<file path="src/rtl/sdspi_blk_writer.sv">
module sdspi_blk_writer #(
  parameter int MAX_BLK_BYTES = 512,
  parameter int CNT_W         = 16,
  parameter int BUSY_LIMIT    = 3000000,
  parameter int RESP_TRIES    = 8,
  localparam int SZ_W   = $clog2(MAX_BLK_BYTES + 1),
  localparam int POLL_W = $clog2(BUSY_LIMIT + 1),
  localparam int TRY_W  = $clog2(RESP_TRIES + 1)
) (
  input  logic             clk,
  input  logic             rst_n,
  input  logic             start,
  input  logic             multi,
  input  logic [CNT_W-1:0] blk_count,
  input  logic [SZ_W-1:0]  blk_len,
  input  logic [7:0]       in_data,
  input  logic             in_valid,
  output logic             in_ready,
  output logic             spi_req,
  output logic [7:0]       spi_tx,
  input  logic             spi_ack,
  input  logic [7:0]       spi_rx,
  output logic             active,
  output logic             done,
  output logic             ok,
  output logic             crc_err,
  output logic             timeout_err
);

  typedef enum logic [3:0] {
    S_IDLE, S_FILL, S_TOK, S_DATA, S_CRCH, S_CRCL,
    S_RESP, S_BUSY, S_SFILL, S_STOK, S_SBUSY
  } st_t;

  st_t              st;
  logic             pend;
  logic             multi_q;
  logic [CNT_W-1:0] left;
  logic [SZ_W-1:0]  len_q;
  logic [SZ_W-1:0]  nbyte;
  logic [TRY_W-1:0] tries;
  logic [POLL_W-1:0] poll;
  logic [15:0]      crc_q;
  logic [7:0]       ctl_byte;
  logic             issue, take, got;
  logic             poll_free, poll_last;

  function automatic logic [15:0] crc_step(input logic [15:0] c, input logic [7:0] d);
    logic [15:0] r;
    logic        fb;
    r = c;
    for (int i = 7; i >= 0; i--) begin
      fb = r[15] ^ d[i];
      r  = {r[14:0], 1'b0} ^ (fb ? 16'h1021 : 16'h0000);
    end
    return r;
  endfunction

  always_comb begin
    case (st)
      S_TOK:   ctl_byte = multi_q ? 8'hFC : 8'hFE;
      S_CRCH:  ctl_byte = crc_q[15:8];
      S_CRCL:  ctl_byte = crc_q[7:0];
      S_STOK:  ctl_byte = 8'hFD;
      default: ctl_byte = 8'hFF;
    endcase
  end

  assign active    = (st != S_IDLE);
  assign in_ready  = (st == S_DATA) && !pend;
  assign take      = in_valid && in_ready;
  assign issue     = active && (st != S_DATA) && !pend;
  assign got       = pend && spi_ack;
  assign poll_free = (poll != '0) && (spi_rx == 8'hFF);
  assign poll_last = (poll == POLL_W'(BUSY_LIMIT - 1));

  always_ff @(posedge clk) begin
    if (!rst_n) begin
      st          <= S_IDLE;
      pend        <= 1'b0;
      multi_q     <= 1'b0;
      left        <= '0;
      len_q       <= '0;
      nbyte       <= '0;
      tries       <= '0;
      poll        <= '0;
      crc_q       <= '0;
      spi_req     <= 1'b0;
      spi_tx      <= 8'hFF;
      done        <= 1'b0;
      ok          <= 1'b0;
      crc_err     <= 1'b0;
      timeout_err <= 1'b0;
    end else begin
      spi_req     <= 1'b0;
      done        <= 1'b0;
      ok          <= 1'b0;
      crc_err     <= 1'b0;
      timeout_err <= 1'b0;

      if (issue) begin
        spi_req <= 1'b1;
        spi_tx  <= ctl_byte;
        pend    <= 1'b1;
      end
      if (take) begin
        spi_req <= 1'b1;
        spi_tx  <= in_data;
        pend    <= 1'b1;
        crc_q   <= crc_step(crc_q, in_data);
      end
      if (got) pend <= 1'b0;

      case (st)
        S_IDLE: if (start) begin
          multi_q <= multi;
          len_q   <= blk_len;
          left    <= blk_count;
          if (blk_count != '0) st <= S_FILL;
          else if (multi)      st <= S_SFILL;
          else begin
            done <= 1'b1;
            ok   <= 1'b1;
          end
        end
        S_FILL: if (got) begin
          crc_q <= '0;
          st    <= S_TOK;
        end
        S_TOK: if (got) begin
          nbyte <= '0;
          st    <= S_DATA;
        end
        S_DATA: if (got) begin
          if (nbyte == len_q - SZ_W'(1)) st <= S_CRCH;
          else nbyte <= nbyte + SZ_W'(1);
        end
        S_CRCH: if (got) st <= S_CRCL;
        S_CRCL: if (got) begin
          tries <= '0;
          st    <= S_RESP;
        end
        S_RESP: if (got) begin
          if ((spi_rx & 8'h11) == 8'h01) begin
            if (spi_rx[4:0] == 5'h05) begin
              poll <= '0;
              st   <= S_BUSY;
            end else begin
              st      <= S_IDLE;
              done    <= 1'b1;
              crc_err <= 1'b1;
            end
          end else if (tries == TRY_W'(RESP_TRIES - 1)) begin
            st      <= S_IDLE;
            done    <= 1'b1;
            crc_err <= 1'b1;
          end else begin
            tries <= tries + TRY_W'(1);
          end
        end
        S_BUSY: if (got) begin
          if (poll_free) begin
            if (left == CNT_W'(1)) begin
              if (multi_q) st <= S_SFILL;
              else begin
                st   <= S_IDLE;
                done <= 1'b1;
                ok   <= 1'b1;
              end
            end else begin
              left <= left - CNT_W'(1);
              st   <= S_FILL;
            end
          end else if (poll_last) begin
            st          <= S_IDLE;
            done        <= 1'b1;
            timeout_err <= 1'b1;
          end else begin
            poll <= poll + POLL_W'(1);
          end
        end
        S_SFILL: if (got) st <= S_STOK;
        S_STOK: if (got) begin
          poll <= '0;
          st   <= S_SBUSY;
        end
        S_SBUSY: if (got) begin
          if (poll_free) begin
            st   <= S_IDLE;
            done <= 1'b1;
            ok   <= 1'b1;
          end else if (poll_last) begin
            st          <= S_IDLE;
            done        <= 1'b1;
            timeout_err <= 1'b1;
          end else begin
            poll <= poll + POLL_W'(1);
          end
        end
        default: st <= S_IDLE;
      endcase
    end
  end

endmodule

</file>
<file path="config.mk">
export PLATFORM = sky130hd
export DESIGN_NAME = sdspi_blk_writer
export DESIGN_NICKNAME = d
export VERILOG_FILES = /design/src/rtl/sdspi_blk_writer.sv
export SDC_FILE = /design/constraint.sdc
export NUM_CORES = 1
export LEC_CHECK = 0
export BUFFER_PORTS_ARGS = -buffer_cell sky130_fd_sc_hd__buf_2
export CELL_PAD_IN_SITES_DETAIL_PLACEMENT = 0
export CELL_PAD_IN_SITES_GLOBAL_PLACEMENT = 1
export CORE_AREA = 2 2 126 128
export DETAILED_ROUTE_END_ITERATION = 10
export DIE_AREA = 0 0 128 130
export PLACE_DENSITY = 0.68
export SYNTH_ARGS = -nofsm -noshare
export SYNTH_HDL_FRONTEND = slang
export SYNTH_SLANG_ARGS = --single-unit
</file>
<file path="constraint.sdc">
create_clock -name clk -period 3.45 [get_ports clk]
set_input_delay 0.5175 -clock clk [delete_from_list [all_inputs] [get_ports clk]]
set_output_delay 0.5175 -clock clk [all_outputs]
set_load 0.005 [all_outputs]
</file>
==> run_results.csv <==
group,metric,value,unit
synthesis,synth_seq_cells,97,
die,start_util,0.361,
cts,cts_tree,"built",
power_and_ir_drop,pwr-share-comb,0.380,
routing,dr_wl_met3,579,um
worst_setup_path,r2r_cells,7,
synthesis,ys_types,66,
sta,final-max-slew-violation-count,0,
worst_setup_path,worstPathArrival,3.14,ns
die,rows,46,
cts,htreeDepth,3,
worst_setup_path,cp_max_fo,14,
power_and_ir_drop,p_int,0.00239,W
worst_setup_path,reg2reg_from,"left[4]$_SDFFE_PN0P_",
place,numPortBuffers,62,
sta,tns,0,ns
routing,via_count,5436,
cts,clk_path_buf_depth,2,
cts,clk_pin_slew,0.07,ns
grt,grt_remaining_overflow,0,
synthesis,synth.cells.most_frequent,"100 x nand2_1, 97 x dfxtp_1, 78 x nor2_1, 63 x a21oi_1",
cells_and_area,layout.area.seq,0.00194,sq mm
grt,grt_pass1_wl,25600,um
routing,drt_iter0_drc,414,
power_and_ir_drop,seqPwrFrac,0.364,
sta,setup_viol,0,
cells_and_area,final_nets,836,
routing,met2_length,7110,um
cts,cts_hold_buf,0,
grt,grt_usage,0.190,
sta,min_period_over_period,0.834,
worst_setup_path,endpoint_kind,"flip-flop",
cts,cts_sinks,97,
routing,drt-pass1-iter-count,5,
grt,first_global_vias,5205,
cts,clk_latency,0.36,ns
sta,timing.fmax,347,MHz
synthesis,netlist_instances,734,
worst_setup_path,r2r_slack,0.57,ns
synthesis,yosys.area.top_type_share,0.348,
sta,hold_viol_final,0,
place,post-dp-hpwl,11200,um
synthesis,async_flop_share,0,
power_and_ir_drop,p_per_area,623,mW/mm^2
routing,highest_layer,"met4",
sta,relSlewSlack,0.441,
sta,fin_crit,2.88,ns
worst_setup_path,rr_endpoint,"left[0]$_SDFFE_PN0P_",
worst_setup_path,startpoint_type,"flip-flop",
grt,antenna_found_initial,0,
synthesis,synth_edf_count,0,
synthesis,synth_flop_cell,"dfxtp_1",
cells_and_area,area_growth,14.2,%
cts,cts_made_buffers,9,
synthesis,synth_nets,789,
synthesis,yosysTopAreaCell,"dfxtp_1",
min_path,worstHoldEndpoint,"len_q[3]$_SDFFE_PN0P_",
min_path,worstHoldStart,"blk_len[3]",
cells_and_area,drive_gt1_frac,0.134,
die,core_area,0.0154,sq mm
routing,routed_wl,15600,um
cts,clock-root-buffer,"clkbuf_16",
routing,avgRoutedWirePerCell,15.9,um
sta,worstMarginPinSlew,0.839,ns
die,dieArea,0.0166,sq mm
run,maxCapViolations,0,
synthesis,yosysSeqAreaShare,0.348,
cts,cts.repair.resized,0,
grt,grt_max_degree,28,
sta,worst_hold_slack,0.392,ns
routing,drc,0,
sta,rsz0062_at_grt,"no",
worst_setup_path,path_class,"flip-flop to flip-flop",
min_path,min_path_type,"input pin to flip-flop",
die,die_w,128,um
die,ioPinCount,63,
cts,post-cts-setup-buffers,0,
power_and_ir_drop,leakagePower,2.32,nW
cells_and_area,nFillCells,1598,
outcome,status,"complete, no violations",
synthesis,synth.area.top_cells,"dfxtp_1 35%, nand2_1 6.7%, a21oi_1 5.7%",
sta,fin_skew,0.00673,ns
power_and_ir_drop,peakVddDrop,0.271,mV
synthesis,syn_avg_cell_area,7.59,sq um
cells_and_area,antenna_cells,0,
worst_setup_path,worstPathRequired,3.71,ns
synthesis,synth.cell_area,0.00557,sq mm
synthesis,synth-warning-count,0,
min_path,hold_depth,3,
power_and_ir_drop,p_sw_frac,0.398,
synthesis,synth.most_common_cell,"nand2_1",
worst_setup_path,cp-startpoint,"left[4]$_SDFFE_PN0P_",
die,die_h,130,um
power_and_ir_drop,p_clk_frac,0.256,
power_and_ir_drop,power_switching,0.00158,W
routing,routed_via_density,5.56,
routing,antenna_left,0,
routing,wl_met1,7530,um
place,gp_congestion,0.869,
cells_and_area,multiInputGateArea,0.00340,sq mm
[worst max-delay path by stage]
stage | end | slack (ns) | depth (start not counted)
after global routing | left[13]$_SDFFE_PN0P_ | 0.32 | 7
after detailed placement | left[0]$_SDFFE_PN0P_ | 0.61 | 7
after floorplan | nbyte[1]$_SDFFE_PN0P_ | 0.90 | 7
final | left[0]$_SDFFE_PN0P_ | 0.57 | 7
after global placement | left[1]$_SDFFE_PN0P_ | 0.61 | 7
after CTS | left[0]$_SDFFE_PN0P_ | 0.56 | 7
[sequential cells by signal (all words and copies together), names as in the netlist]
signal and cells:
poll 22, crc_q 16, spi_tx 8, st 4, tries 4, len_q 10
spi_req 1, done 1, crc_err 1, timeout_err 1, ok 1, multi_q 1
nbyte 10, left 16, pend 1
[kinds of logic (layout without fill, tap and decap cells)]
logic type | count (synthesis) | after routing | synth area share
AOI/OAI and AO/OA | 179 | 179 | 0.206
xor gates and xnor gates | 54 | 54 | 0.0849
adders and majority gates | 7 | 7 | 0.0157
buffers and inverters | 57 | 109 | 0.0406
DFF | 97 | 97 | 0.348
muxes | 8 | 8 | 0.0146
and+or+nand+nor | 332 | 332 | 0.290
[final cells by class]
| cell class | instances | share of cell area |
|---|---|---|
| timing repair buffer | 76 | 0.0653 |
| inverter | 17 | 0.0100 |
| tap | 192 | 0.0377 |
| clock buffer | 12 | 0.0419 |
| sequential | 97 | 0.305 |
| clock inverter | 4 | 0.00531 |
| multi-input combinational | 580 | 0.535 |
[layout by cell type, fill, tap and decap left out, drive strengths merged, types with 4 or more instances in the layout]
cell type  netlist  routed
o31ai           10      10
dfxtp           97      97
inv             17      19
nor2            78      78
a31oi            7       7
or4              8       8
o21a             5       5
nand3           26      26
nand4           13      13
a21oi           63      63
clkbuf          36      12
nor4            24      24
nor3            28      28
o21ai           39      39
nor4b            4       4
and2            11      11
or3              6       6
ha               7       7
xor2            19      19
mux2i            7       7
nand2          100     100
buf              4      76
and3            12      12
nand2b           8       8
a211oi          13      13
xnor2           35      35
o211ai          10      10
nor2b            5       5
[routing by layer]
layer / GRT usage / vias up
met1: 0.255 / 2559
li1: - / 2725
met3: 0.0262 / 24
met5: 0 / -
met4: 0.0840 / 0
met2: 0.306 / 128
[metrics by stage]
stage	setup WS [ns]	utilization	total power, W	std cells	instance area, sq um
2_1_floorplan	0.902	-	0.00254	734	5570
3_3_place_gp	0.612	0.393	0.00295	962	6070
3_5_place_dp	0.615	0.393	0.00296	962	6070
4_1_cts	0.563	0.413	0.00398	978	6370
5_1_grt	0.323	0.413	0.00424	978	6370
6_report	0.572	0.413	0.00397	978	6370
[power by group through the flow]
| stage | logic, W | registers (W) | clock network [W] |
|---|---|---|---|
| after floorplan | 0.00115 | 0.00139 | 0 |
| after detailed placement | 0.00150 | 0.00146 | 0 |
| after global routing | 0.00170 | 0.00146 | 0.00108 |
| final | 0.00151 | 0.00144 | 0.00102 |
| after global placement | 0.00149 | 0.00146 | 0 |
| after CTS | 0.00150 | 0.00144 | 0.00104 |
[worst max-delay path: stages, from the launching register on]
cell and delay [ns]:
dfxtp_1 0.37, or4_1 0.68, nor4b_2 0.40, nand4_1 0.25, nand3b_1 0.22, o31a_1 0.50, a211oi_1 0.11, a211oi_1 0.25
No activity file was read; power rests on OpenSTA's default activity.
